`src/rtl/i2c_target_pkg.sv`:
```
package i2c_target_pkg;

  typedef enum logic [2:0] {
    ST_IDLE,
    ST_ADDR,
    ST_WR,
    ST_ACK,
    ST_RD,
    ST_RACK,
    ST_IGN
  } tgt_state_e;

  localparam logic [7:0] GC_ADDR_BYTE = 8'h00;
  localparam logic [7:0] GC_RESET_CMD = 8'h06;

endpackage

```
`src/rtl/i2c_target_sync.sv`:
```
module i2c_target_sync #(
  parameter int STAGES = 2
) (
  input  logic clk,
  input  logic rst_n,
  input  logic scl_i,
  input  logic sda_i,
  output logic scl_o,
  output logic sda_o,
  output logic scl_rise_o,
  output logic scl_fall_o,
  output logic start_o,
  output logic stop_o
);

  logic [STAGES-1:0] scl_pipe;
  logic [STAGES-1:0] sda_pipe;
  logic              scl_prev;
  logic              sda_prev;

  // bus idles high, so the pipes reset to 1
  always_ff @(posedge clk or negedge rst_n) begin
    if (!rst_n) begin
      scl_pipe <= '1;
      sda_pipe <= '1;
      scl_prev <= 1'b1;
      sda_prev <= 1'b1;
    end else begin
      scl_pipe <= {scl_pipe[STAGES-2:0], scl_i};
      sda_pipe <= {sda_pipe[STAGES-2:0], sda_i};
      scl_prev <= scl_pipe[STAGES-1];
      sda_prev <= sda_pipe[STAGES-1];
    end
  end

  always_comb begin
    scl_o      = scl_pipe[STAGES-1];
    sda_o      = sda_pipe[STAGES-1];
    scl_rise_o = scl_o & ~scl_prev;
    scl_fall_o = ~scl_o & scl_prev;
    start_o    = scl_o & scl_prev & sda_prev & ~sda_o;
    stop_o     = scl_o & scl_prev & ~sda_prev & sda_o;
  end

  AST_COND_EXCL: assert property (@(posedge clk) disable iff (!rst_n)
    $onehot0({start_o, stop_o, scl_rise_o, scl_fall_o}));

endmodule

```
`src/rtl/i2c_target_ctrl.sv`:
```
module i2c_target_ctrl
  import i2c_target_pkg::*;
#(
  parameter logic [6:0] OWN_ADDR = 7'h48,
  parameter int         PTR_W    = 8
) (
  input  logic             clk,
  input  logic             rst_n,
  input  logic             scl_i,
  input  logic             sda_i,
  input  logic             scl_rise_i,
  input  logic             scl_fall_i,
  input  logic             start_i,
  input  logic             stop_i,
  input  logic [7:0]       rd_data_i,
  output logic             sda_oe_o,
  output logic [PTR_W-1:0] ptr_o,
  output logic             wr_stb_o,
  output logic [PTR_W-1:0] wr_addr_o,
  output logic [7:0]       wr_data_o,
  output logic             int_rst_o
);

  localparam logic [PTR_W-1:0] PTR_ONE = PTR_W'(1);

  tgt_state_e       state_q, state_d;
  logic [2:0]       cnt_q, cnt_d;
  logic [7:0]       sh_q, sh_d;
  logic             oe_q, oe_d;
  logic             drv_q, drv_d;
  logic             gc_q, gc_d;
  logic             first_q, first_d;
  logic             rw_q, rw_d;
  logic             nack_q, nack_d;
  logic [PTR_W-1:0] ptr_q, ptr_d;
  logic             stb_q, stb_d;
  logic [PTR_W-1:0] waddr_q, waddr_d;
  logic [7:0]       wdata_q, wdata_d;
  logic             rstp_q, rstp_d;
  logic [7:0]       rx_byte;

  assign rx_byte = {sh_q[6:0], sda_i};

  always_comb begin
    state_d = state_q;
    cnt_d   = cnt_q;
    sh_d    = sh_q;
    oe_d    = oe_q;
    drv_d   = drv_q;
    gc_d    = gc_q;
    first_d = first_q;
    rw_d    = rw_q;
    nack_d  = nack_q;
    ptr_d   = ptr_q;
    stb_d   = 1'b0;
    waddr_d = waddr_q;
    wdata_d = wdata_q;
    rstp_d  = 1'b0;
    if (start_i) begin
      state_d = ST_ADDR;
      cnt_d   = 3'd0;
      oe_d    = 1'b0;
      drv_d   = 1'b0;
    end else if (stop_i) begin
      state_d = ST_IDLE;
      oe_d    = 1'b0;
    end else begin
      case (state_q)
        ST_ADDR: if (scl_rise_i) begin
          sh_d  = rx_byte;
          cnt_d = cnt_q + 3'd1;
          if (cnt_q == 3'd7) begin
            if (rx_byte[7:1] == OWN_ADDR) begin
              state_d = ST_ACK;
              drv_d   = 1'b1;
              gc_d    = 1'b0;
              rw_d    = rx_byte[0];
              first_d = 1'b1;
            end else if (rx_byte == GC_ADDR_BYTE) begin
              state_d = ST_ACK;
              drv_d   = 1'b1;
              gc_d    = 1'b1;
              rw_d    = 1'b0;
            end else begin
              state_d = ST_IGN;
            end
          end
        end
        ST_WR: if (scl_rise_i) begin
          sh_d  = rx_byte;
          cnt_d = cnt_q + 3'd1;
          if (cnt_q == 3'd7) begin
            state_d = ST_ACK;
            drv_d   = 1'b1;
            if (gc_q) begin
              if (rx_byte == GC_RESET_CMD) begin
                rstp_d = 1'b1;
                ptr_d  = '0;
              end else begin
                state_d = ST_IGN;
                drv_d   = 1'b0;
              end
            end else if (first_q) begin
              ptr_d   = PTR_W'(rx_byte);
              first_d = 1'b0;
            end else begin
              stb_d   = 1'b1;
              waddr_d = ptr_q;
              wdata_d = rx_byte;
              ptr_d   = ptr_q + PTR_ONE;
            end
          end
        end
        ST_ACK: if (scl_fall_i) begin
          if (drv_q) begin
            oe_d  = 1'b1;
            drv_d = 1'b0;
          end else begin
            cnt_d = 3'd0;
            if (rw_q) begin
              state_d = ST_RD;
              sh_d    = rd_data_i;
              oe_d    = ~rd_data_i[7];
              ptr_d   = ptr_q + PTR_ONE;
            end else begin
              state_d = ST_WR;
              oe_d    = 1'b0;
            end
          end
        end
        ST_RD: begin
          if (scl_rise_i) begin
            cnt_d = cnt_q + 3'd1;
          end else if (scl_fall_i) begin
            if (cnt_q == 3'd0) begin
              state_d = ST_RACK;
              oe_d    = 1'b0;
            end else begin
              sh_d = {sh_q[6:0], 1'b0};
              oe_d = ~sh_q[6];
            end
          end
        end
        ST_RACK: begin
          if (scl_rise_i) begin
            nack_d = sda_i;
          end else if (scl_fall_i) begin
            if (nack_q) begin
              state_d = ST_IGN;
            end else begin
              state_d = ST_RD;
              sh_d    = rd_data_i;
              oe_d    = ~rd_data_i[7];
              ptr_d   = ptr_q + PTR_ONE;
            end
          end
        end
        default: ;
      endcase
    end
  end

  always_ff @(posedge clk or negedge rst_n) begin
    if (!rst_n) begin
      state_q <= ST_IDLE;
      cnt_q   <= 3'd0;
      sh_q    <= 8'h00;
      oe_q    <= 1'b0;
      drv_q   <= 1'b0;
      gc_q    <= 1'b0;
      first_q <= 1'b0;
      rw_q    <= 1'b0;
      nack_q  <= 1'b0;
      ptr_q   <= '0;
      stb_q   <= 1'b0;
      waddr_q <= '0;
      wdata_q <= 8'h00;
      rstp_q  <= 1'b0;
    end else begin
      state_q <= state_d;
      cnt_q   <= cnt_d;
      sh_q    <= sh_d;
      oe_q    <= oe_d;
      drv_q   <= drv_d;
      gc_q    <= gc_d;
      first_q <= first_d;
      rw_q    <= rw_d;
      nack_q  <= nack_d;
      ptr_q   <= ptr_d;
      stb_q   <= stb_d;
      waddr_q <= waddr_d;
      wdata_q <= wdata_d;
      rstp_q  <= rstp_d;
    end
  end

  assign sda_oe_o  = oe_q;
  assign ptr_o     = ptr_q;
  assign wr_stb_o  = stb_q;
  assign wr_addr_o = waddr_q;
  assign wr_data_o = wdata_q;
  assign int_rst_o = rstp_q;

  AST_OE_SCL_LOW: assert property (@(posedge clk) disable iff (!rst_n)
    (oe_q != $past(oe_q)) |-> (!$past(scl_i) || $past(start_i) || $past(stop_i)));
  AST_IGN_RELEASED: assert property (@(posedge clk) disable iff (!rst_n)
    (state_q == ST_IGN) |-> !oe_q);
  AST_STB_SINGLE: assert property (@(posedge clk) disable iff (!rst_n)
    stb_q |=> !stb_q);
  AST_RST_PULSE: assert property (@(posedge clk) disable iff (!rst_n)
    rstp_q |=> !rstp_q);
  AST_RST_NO_STB: assert property (@(posedge clk) disable iff (!rst_n)
    !(rstp_q && stb_q));

endmodule

```
`src/rtl/i2c_target.sv`:
```
module i2c_target #(
  parameter logic [6:0] OWN_ADDR    = 7'h48,
  parameter int         PTR_W       = 8,
  parameter int         SYNC_STAGES = 2
) (
  input  logic             clk,
  input  logic             rst_n,
  input  logic             scl_i,
  input  logic             sda_i,
  output logic             sda_oe_o,
  output logic [PTR_W-1:0] rd_addr_o,
  input  logic [7:0]       rd_data_i,
  output logic             wr_stb_o,
  output logic [PTR_W-1:0] wr_addr_o,
  output logic [7:0]       wr_data_o,
  output logic             int_rst_o
);

  logic scl_s, sda_s, scl_rise, scl_fall, start_c, stop_c;

  i2c_target_sync #(
    .STAGES (SYNC_STAGES)
  ) u_sync (
    .clk        (clk),
    .rst_n      (rst_n),
    .scl_i      (scl_i),
    .sda_i      (sda_i),
    .scl_o      (scl_s),
    .sda_o      (sda_s),
    .scl_rise_o (scl_rise),
    .scl_fall_o (scl_fall),
    .start_o    (start_c),
    .stop_o     (stop_c)
  );

  i2c_target_ctrl #(
    .OWN_ADDR (OWN_ADDR),
    .PTR_W    (PTR_W)
  ) u_ctrl (
    .clk        (clk),
    .rst_n      (rst_n),
    .scl_i      (scl_s),
    .sda_i      (sda_s),
    .scl_rise_i (scl_rise),
    .scl_fall_i (scl_fall),
    .start_i    (start_c),
    .stop_i     (stop_c),
    .rd_data_i  (rd_data_i),
    .sda_oe_o   (sda_oe_o),
    .ptr_o      (rd_addr_o),
    .wr_stb_o   (wr_stb_o),
    .wr_addr_o  (wr_addr_o),
    .wr_data_o  (wr_data_o),
    .int_rst_o  (int_rst_o)
  );

  AST_RESET_QUIET: assert property (@(posedge clk) disable iff (!rst_n)
    $rose(rst_n) |-> (!sda_oe_o && !wr_stb_o && !int_rst_o));

endmodule

```
`config.mk`:
```
export PLATFORM = sky130hd
export DESIGN_NAME = i2c_target
export DESIGN_NICKNAME = d
export VERILOG_FILES = /design/src/rtl/i2c_target_pkg.sv /design/src/rtl/i2c_target_sync.sv /design/src/rtl/i2c_target_ctrl.sv /design/src/rtl/i2c_target.sv
export SDC_FILE = /design/constraint.sdc
export NUM_CORES = 1
export LEC_CHECK = 0
export ABC_AREA = 1
export BUFFER_PORTS_ARGS = -buffer_cell sky130_fd_sc_hd__buf_2
export CAP_MARGIN = 10
export CORE_MARGIN = 2
export CORE_UTILIZATION = 50
export CTS_CLUSTER_DIAMETER = 30
export DETAILED_ROUTE_END_ITERATION = 6
export PLACE_DENSITY = 0.71
export SLEW_MARGIN = 20
export SYNTH_ARGS = -nofsm -noshare
export SYNTH_HDL_FRONTEND = slang
export SYNTH_SLANG_ARGS = --single-unit
```
`constraint.sdc`:
```
create_clock -name clk -period 3.05 [get_ports clk]
set_input_delay 0.305 -clock clk [delete_from_list [all_inputs] [get_ports clk]]
set_output_delay 0.305 -clock clk [all_outputs]
set_load 0.005 [all_outputs]
```
==> impl_metrics.tcl, run 1 <==
set metrics [dict create \
    io_buffers 38 \
    pwr_density_cell_nw_per_um2 845 \
    end_kind "flip-flop" \
    dp_hpwl_um 5070 \
    seq_area_um2 1280 \
    dieHeight_um 80.0 \
    r2r_slack_ns 0.86 \
    initial_core_util 0.521 \
    syn_area_per_cell_um2 7.24 \
    worst_skew_pair.late_latency_ns 0.31 \
    nFillCells 549 \
    fin_crit_sh 0.717 \
    cp-start-kind "flip-flop" \
    max_stage_delay_ns 0.60 \
    drc 0 \
    drtIter0Drc 153 \
    grtUsageTotal 0.233 \
    root_buffer "clkbuf_8" \
    slowest_stage "dfstp_2" \
    antenna_found_initial 0 \
    hold_violations 16 \
    whs_ns -0.0159 \
    clock_path_buffers 2 \
    worstReg2RegStart "u_sync.scl_pipe[1]" \
    cts_tree "done" \
    vias_per_cell 5.11 \
    multi_input_comb_area_um2 1360 \
    relSlewSlack 0.616 \
    io_pins 39 \
    syn-num-nets 417 \
    cts_hold_buf 0 \
    num_rows 27 \
    dieWidth_um 80.0 \
    grt_start_max_net_pins 48 \
    final_area_um2 3260 \
    critical_path_class "reg2reg" \
    drtAntennaViolNets 0 \
    final_layout_size_suffix_gt1_frac 0.157 \
    grt_overflow 0 \
    rsz0062_at_grt "no" \
    final_max_slew_viol_count 0 \
    cpMostUsedCell "nand2_1" \
    clock_skew_ns 0.0102 \
    cts_made_buffers 5 \
    clk_pin_slew_worst_paths_ns 0.10 \
    post-route-min-period_ns 2.19 \
    cap_violations 0 \
    peakVddDrop_mv 0.466 \
    wirelength_um 6660 \
    placed_area_um2 3150 \
    ys_warn_count 0 \
    synth-seq-cells 51 \
    dieArea_um2 6400 \
    wl_per_cell_um 13.0 \
    seq_area_frac_synth 0.445 \
    post_cts_resized 0 \
    cts.sinks 51 \
    fmax_mhz 457 \
    first_pass_iters 4 \
    area_growth_pct 12.9 \
    setup_viol 0 \
    setup_tns_ns 0 \
    synth_cells 399 \
    worstMarginPinSlew_ns 0.577 \
    diodes 0 \
    grt_pass1_vias 2551 \
    synth.cell_area_um2 2890 \
    h-tree-depth 2 \
    cp_max_fo 13 \
    hold_path_class "in2async" \
    vias 2616 \
    violations "negative hold slack" \
    gp_congestion 0.938 \
    path_cells "inv_1 -> nor2_1 -> nand2_1 -> nand2_2 -> inv_1 -> nor2_1 -> nand2_1 -> nor2_2 -> inv_1 -> nand2_1 -> nand2_1" \
    critPathRequiredTime_ns 3.25 \
    yosysUniqueCellTypes 32 \
    nets 457 \
    reg2reg_depth 11 \
    post_cts_buffers 0 \
    critPathLaunch "u_sync.scl_pipe[1]" \
    arrival_ns 2.39 \
    grt_pass1_wl_um 11600 \
    core_area_um2 5540 \
    status "finished, violations left" \
    p_leak_nw 1.80 \
    reg2reg_to "u_ctrl.ptr_o[5]" \
    fin_util 0.589 \
]
final cells by class:
cell class / instances / share of cell area
Inverter: 55 / 0.0633
Sequential cell: 51 / 0.394
Timing Repair Buffer: 40 / 0.0637
Tap cell: 72 / 0.0276
Multi-Input combinational cell: 286 / 0.417
Clock inverter: 2 / 0.0119
Clock buffer: 6 / 0.0223
power by group:
part           switching, mW  leakage, nW  internal [mW]  total, mW
Clock                  0.231       0.0558          0.248      0.479
Sequential             0.165        0.668          0.806      0.971
Combinational          0.864         1.08          0.439       1.30
Total                   1.26         1.80           1.49       2.75
synth_stat cells, drive strengths merged:
master | count | area share
o211ai | 1 | 0.0026
inv | 55 | 0.071
a21oi | 6 | 0.010
nor3b | 1 | 0.0065
a211oi | 1 | 0.0026
buf | 4 | 0.0087
xnor2 | 1 | 0.0030
dfstp | 6 | 0.055
nor3 | 3 | 0.0091
nor4 | 1 | 0.0022
nand2 | 135 | 0.18
o31ai | 1 | 0.0026
clkbuf | 3 | 0.0039
and3 | 1 | 0.0022
a31oi | 1 | 0.0022
ha | 6 | 0.026
dfrtp | 45 | 0.39
nor2 | 43 | 0.058
xor2 | 3 | 0.0091
nand4 | 8 | 0.019
a21boi | 1 | 0.0026
nand3 | 32 | 0.062
o21ai | 41 | 0.071
cell usage in the layout (no fill, tap or decap), types with 2 or more instances in the layout:
| master | instances |
|---|---|
| o21ai_1 | 2 |
| inv_2 | 4 |
| o21ai_0 | 39 |
| nand2_1 | 132 |
| dfrtp_1 | 45 |
| dfstp_2 | 6 |
| nand3_2 | 4 |
| clkbuf_8 | 5 |
| nor3_1 | 2 |
| a21oi_1 | 6 |
| buf_4 | 3 |
| nand2_2 | 2 |
| buf_2 | 37 |
| nand4_1 | 7 |
| nand3_1 | 28 |
| xor2_1 | 3 |
| inv_1 | 51 |
| nor2_1 | 41 |
| ha_1 | 6 |
| nor2_2 | 2 |
metal layers:
layer	wire (µm)	up-vias	global-route usage	part of all wire
met3	366	11	0.0419	0.055
met5	0	-	0	0
met4	112	0	0.0864	0.017
met1	3140	1189	0.309	0.47
met2	3040	75	0.378	0.46
li1	-	1341	-	-
worst max-delay path: cells and delay by family, from the launching register on:
kind | cells | cell delay (ns)
and+or+nand+nor | 8 | 1.21
DFF | 1 | 0.60
buffers and inverters | 3 | 0.27
state kept, by name (all words and copies together), names as in the netlist, 2 cells and up:
register	flops
u_ctrl.cnt_q	3
u_ctrl.sh_q	7
u_ctrl.wr_addr_o	8
u_sync.scl_pipe	2
u_ctrl.ptr_o	8
u_ctrl.state_q	3
u_sync.sda_pipe	2
u_ctrl.wr_data_o	8
through the flow:
step                      std cells  power, mW  hold WS (ns)  worst slack, ns
after detailed placement        504       2.27         0.347            0.896
after floorplan                 399       1.94       0.00941             1.40
final                           512       2.75       -0.0159            0.862
after global placement          504       2.27         0.349            0.902
after global routing            512       3.02        0.0294            0.635
after CTS                       512       2.75        0.0832            0.867
cells by family after synthesis:
family	count (synthesis)	synth area share
AND/OR/NAND/NOR	224	0.339
flip-flops	51	0.445
adder cells (fa/ha/maj)	6	0.0260
XOR/XNOR	4	0.0121
buffers and inverters	62	0.0841
AO/OA/AOI/OAI	52	0.0940
worst max path at each step:
| stage | slack, ns | end |
|---|---|---|
| 6_report | 0.86 | u_ctrl.ptr_o[5] |
| 5_1_grt | 0.64 | u_ctrl.ptr_o[6] |
| 4_1_cts | 0.87 | u_ctrl.ptr_o[5] |
| 3_5_place_dp | 0.90 | u_ctrl.ptr_o[5] |
| 3_3_place_gp | 0.90 | u_ctrl.ptr_o[6] |
| 2_1_floorplan | 1.40 | u_ctrl.sh_q[5] |
Power figures use the tool's default switching activity.
==> run 2, diff against run 1 <==
--- a/config.mk
+++ b/config.mk
@@ -12,7 +12,7 @@
 export CORE_UTILIZATION = 50
 export CTS_CLUSTER_DIAMETER = 30
 export DETAILED_ROUTE_END_ITERATION = 6
-export PLACE_DENSITY = 0.71
+export PLACE_DENSITY = 0.74
 export SLEW_MARGIN = 20
 export SYNTH_ARGS = -nofsm -noshare
 export SYNTH_HDL_FRONTEND = slang
==> constraint.sdc (replaced) <==
create_clock -name clk -period 1.8 [get_ports clk]
set_input_delay 0.18 -clock clk [delete_from_list [all_inputs] [get_ports clk]]
set_output_delay 0.18 -clock clk [all_outputs]
set_load 0.005 [all_outputs]
==> impl_metrics.tcl, run 2 (synthesized netlist as in run 1, its figures left out) <==
set metrics [dict create \
    drtAntennaViolNets 0 \
    diodes 0 \
    grt_overflow 0 \
    h-tree-depth 2 \
    setup_viol 0 \
    final_max_slew_viol_count 0 \
    peakVddDrop_mv 0.832 \
    holdPathStages 5 \
    gp_congestion 0.910 \
    status "completed" \
    nFillCells 496 \
    clock_skew_ns 0.0148 \
    final_layout_size_suffix_gt1_frac 0.239 \
    mostFrequentLayoutCells "nand2_1 (128), inv_1 (50), dfrtp_1 (42)" \
    io_pins 39 \
    min_to "u_ctrl.sh_q[3]" \
    root_buffer "clkbuf_8" \
    worst_skew_pair.late_latency_ns 0.32 \
    post-route-min-period_ns 1.70 \
    core_area_um2 5540 \
    final_area_um2 3550 \
    num_rows 27 \
    initial_core_util 0.521 \
    slowest_stage "dfstp_2" \
    wirelength_um 7210 \
    cpMostUsedCell "nor2_4" \
    worstMarginPinSlew_ns 0.643 \
    clk_pin_slew_worst_paths_ns 0.11 \
    dieWidth_um 80.0 \
    fmax_mhz 588 \
    vias_per_cell 5.14 \
    nets 485 \
    io_buffers 38 \
    end_kind "flip-flop" \
    pwr_density_cell_nw_per_um2 1390 \
    max_stage_delay_ns 0.57 \
    worst_slack_ns 0.0995 \
    setup_tns_ns 0 \
    final_common_cell "nand2_1" \
    relSlewSlack 0.571 \
    total_power_mw 4.95 \
    placed_area_um2 3270 \
    first_pass_iters 5 \
    clock_path_buffers 2 \
    reg2reg_to "u_ctrl.sh_q[4]" \
    grtUsageTotal 0.239 \
    pre_cts_ws_ns -0.0896 \
    grt_pass1_vias 2656 \
    min_from "rd_data_i[3]" \
    cts_tree "done" \
    critPathRequiredTime_ns 2.06 \
    drc 0 \
    cts.sinks 51 \
    dieArea_um2 6400 \
    reg2reg_depth 8 \
    critical_path_class "reg2reg" \
    drtIter0Drc 153 \
    hold_path_class "in2reg" \
    fin_crit_sh 0.945 \
    dieHeight_um 80.0 \
    worstReg2RegStart "u_sync.scl_prev" \
    hold_violations 0 \
    arrival_ns 1.96 \
    cts_made_buffers 5 \
    vias 2776 \
    r2r_slack_ns 0.1 \
    grt_start_max_net_pins 52 \
    dp_hpwl_um 5330 \
    p_leak_nw 1.95 \
    area_growth_pct 23.1 \
    wl_per_cell_um 13.4 \
    grt_pass1_wl_um 11900 \
    antenna_found_initial 0 \
    path_cells "inv_2 -> nor2_4 -> nor2_1 -> nor2_4 -> nor3b_4 -> buf_4 -> nand3_1 -> nand2_1" \
    cp_max_fo 4 \
    cp-start-kind "flip-flop" \
    cap_violations 0 \
]
## run 2: changes by cell type in the layout (fill, tap and decap cells not counted), moves of 3 or more
cell           before  now
nor2_1             41   35
dfrtp_2             0    3
dlygate4sd3_1       0    3
nand2_2             2    6
nand2_1           132  128
buf_4               3   24
dfrtp_1            45   42
nor2_2              2    6
## run 2: power by group
part	switching [mW]	internal, mW	total, mW
sequential	0.265	1.37	1.64
clock	0.436	0.289	0.726
combinational	1.56	1.03	2.59
## run 2: worst max-delay path, delay by kind of cell (launching register included)
family | cells | cell delay, ns
and+or+nand+nor | 6 | 0.83
DFF | 1 | 0.57
buffers and inverters | 2 | 0.24
## run 2: routing by layer
| metal | wire [µm] | vias to the layer above | track usage |
|---|---|---|---|
| li1 | - | 1398 | - |
| met1 | 3210 | 1283 | 0.308 |
| met2 | 3450 | 78 | 0.396 |
| met3 | 387 | 17 | 0.0486 |
| met4 | 161 | 0 | 0.0881 |
| met5 | 0 | - | 0 |
## run 2: final cells by class
type,instances,area [µm²],share of cell area
multi-input cells,286,1410,0.396
flip-flops and latches,51,1290,0.362
repair buffers,68,465,0.131
inverters,55,206,0.0581
well taps,72,90.1,0.0253
clock buffers,5,68.8,0.0194
clock inverters,3,27.5,0.00774
## run 2: how the worst max path moves through the flow
stage,start,end,slack (ns),depth (start not counted)
6_report,u_sync.scl_prev,u_ctrl.sh_q[4],0.1,8
5_1_grt,u_sync.scl_prev,u_ctrl.sh_q[1],-0.02,10
4_1_cts,u_sync.sda_prev,u_ctrl.sh_q[4],0.0007,8
3_5_place_dp,u_sync.scl_prev,u_ctrl.sh_q[4],-0.09,8
3_3_place_gp,u_sync.scl_prev,u_ctrl.sh_q[4],-0.07,8
2_1_floorplan,u_sync.sda_pipe[1],u_ctrl.sh_q[5],0.15,8
## run 2: timing repair
item / in CTS / in global routing
pin swaps: 1 / 4
resized for setup: 2 / 22
buffers inserted: 0 / 7
endpoints found under the setup margin: 7 / 39
hold endpoints to repair: 47 / 0
gates cloned: 0 / 1
hold buffers: 3 / 0
## run 2: stage by stage
stage,hold slack [ns],utilization,instances
floorplan,-0.116,-,399
global placement,0.285,0.591,521
detailed placement,0.286,0.591,521
CTS,0.189,0.615,532
global route,0.222,0.642,540
finish,0.190,0.642,540
==> run 3, diff against run 2 <==
--- a/config.mk
+++ b/config.mk
@@ -7,8 +7,6 @@
 export LEC_CHECK = 0
 export ABC_AREA = 1
 export BUFFER_PORTS_ARGS = -buffer_cell sky130_fd_sc_hd__buf_2
-export CAP_MARGIN = 10
-export CORE_MARGIN = 2
 export CORE_UTILIZATION = 50
 export CTS_CLUSTER_DIAMETER = 30
 export DETAILED_ROUTE_END_ITERATION = 6
==> impl_metrics.tcl, run 3 (synthesized netlist as in run 1, its figures left out) <==
set metrics [dict create \
    total_power_mw 4.88 \
    io_buffers 38 \
    grt_overflow 0 \
    min_to "u_ctrl.sh_q[6]" \
    wirelength_um 6920 \
    wl_per_cell_um 12.9 \
    peakVddDrop_mv 0.707 \
    rsz0062_at_grt "yes" \
    holdPathStages 5 \
    worst_path_dominant_cell_family "simple AND/OR/NAND/NOR gates" \
    diodes 0 \
    grt_start_max_net_pins 30 \
    reg2reg_depth 9 \
    area_growth_pct 21.4 \
    setup_tns_ns 0 \
    path_cells "buf_4 -> nand4_1 -> nand2_2 -> inv_1 -> nand3_1 -> nand2_1 -> nor2_1 -> nand2_1 -> nand2_1" \
    dieArea_um2 6080 \
    critPathLaunch "u_sync.scl_pipe[1]" \
    cp_max_fo 5 \
    initial_core_util 0.521 \
    status "completed" \
    placed_area_um2 3340 \
    mostFrequentLayoutCells "nand2_1 (130), inv_1 (51), dfrtp_1 (43)" \
    reg2reg_to "u_ctrl.state_q[0]" \
    critPathRequiredTime_ns 2.05 \
    h-tree-depth 2 \
    fmax_mhz 589 \
    antenna_found_initial 0 \
    worst_slack_ns 0.102 \
    cpMostUsedCell "nand2_1" \
    dp_hpwl_um 5430 \
    final_max_slew_viol_count 0 \
    worstMarginPinSlew_ns 0.537 \
    clock_skew_ns 0.0132 \
    grt_pass1_wl_um 11800 \
    fin_crit_sh 0.943 \
    drc 0 \
    dieHeight_um 78.0 \
    setup_viol 0 \
    cts_tree "done" \
    first_pass_iters 4 \
    nets 483 \
    grt_pass1_vias 2635 \
    max_stage_delay_ns 0.54 \
    hold_path_class "in2reg" \
    drtIter0Drc 143 \
    post-route-min-period_ns 1.70 \
    cp-start-kind "flip-flop" \
    num_rows 27 \
    fin_cells 538 \
    end_kind "flip-flop" \
    worstReg2RegStart "u_sync.scl_pipe[1]" \
    root_buffer "clkbuf_8" \
    clock_path_buffers 2 \
    hold_violations 0 \
    pre_cts_ws_ns -0.0452 \
    whs_ns 0.208 \
    final_layout_size_suffix_gt1_frac 0.215 \
    final_area_um2 3510 \
    critical_path_class "reg2reg" \
    clk_pin_slew_worst_paths_ns 0.10 \
    min_from "rd_data_i[6]" \
    pwr_density_cell_nw_per_um2 1390 \
    fin_util 0.633 \
    grtUsageTotal 0.251 \
    cts_made_buffers 5 \
    drtAntennaViolNets 0 \
    vias_per_cell 5.17 \
    worst_skew_pair.late_latency_ns 0.31 \
    cts.sinks 51 \
    relSlewSlack 0.642 \
    cap_violations 0 \
    p_leak_nw 1.93 \
    r2r_slack_ns 0.10 \
    io_pins 39 \
    core_area_um2 5540 \
    vias 2783 \
    dieWidth_um 78.0 \
    gp_congestion 0.934 \
    arrival_ns 1.94 \
    dpl.cell_count 526 \
    slowest_stage "dfstp_2" \
    final_common_cell "nand2_1" \
    crit_buf_inv 2 \
]
-- run 3: what timing repair did --
item | CTS | global route
setup buffers | 0 | 1
pin swaps | 0 | 1
hold endpoints to repair | 24 | 0
endpoints found under the setup margin | 7 | 24
cloned | 0 | 0
resized for setup | 1 | 11
hold buffers | 3 | 0
-- run 3: worst max-delay path by stage --
stage | to | cells after the start
after detailed placement | u_ctrl.sh_q[3] | 8
after CTS | u_ctrl.sh_q[3] | 8
after floorplan | u_ctrl.sh_q[5] | 8
final | u_ctrl.state_q[0] | 9
after global routing | u_ctrl.state_q[0] | 9
after global placement | u_ctrl.sh_q[2] | 8
-- run 3: cell type report --
type,count,area (µm²)
fill,507,2030
multi-input combinational,286,1390
sequential,51,1290
timing repair buffer,66,440
inverter,55,206
tap,72,90.1
clock buffer,5,68.8
clock inverter,3,25.0
-- run 3: layer usage --
metal | track usage | wire [µm] | up-vias
met1 | 0.316 | 3000 | 1272
met5 | 0 | 0 | -
met4 | 0.109 | 185 | 0
li1 | - | - | 1398
met2 | 0.421 | 3350 | 96
met3 | 0.0482 | 381 | 17
-- run 3: worst min-delay path, cell delays in order --
cell and delay [ns]:
buf_2 0.08, nand2_1 0.04, o21ai_0 0.06, nand3_1 0.07
nand2_1 0.06
-- run 3: power by group --
| part | leakage (nW) | switching [mW] | internal (mW) |
|---|---|---|---|
| clock network | 0.0452 | 0.413 | 0.284 |
| logic | 1.22 | 1.54 | 1.03 |
| registers | 0.666 | 0.253 | 1.37 |
| total | 1.93 | 2.20 | 2.68 |
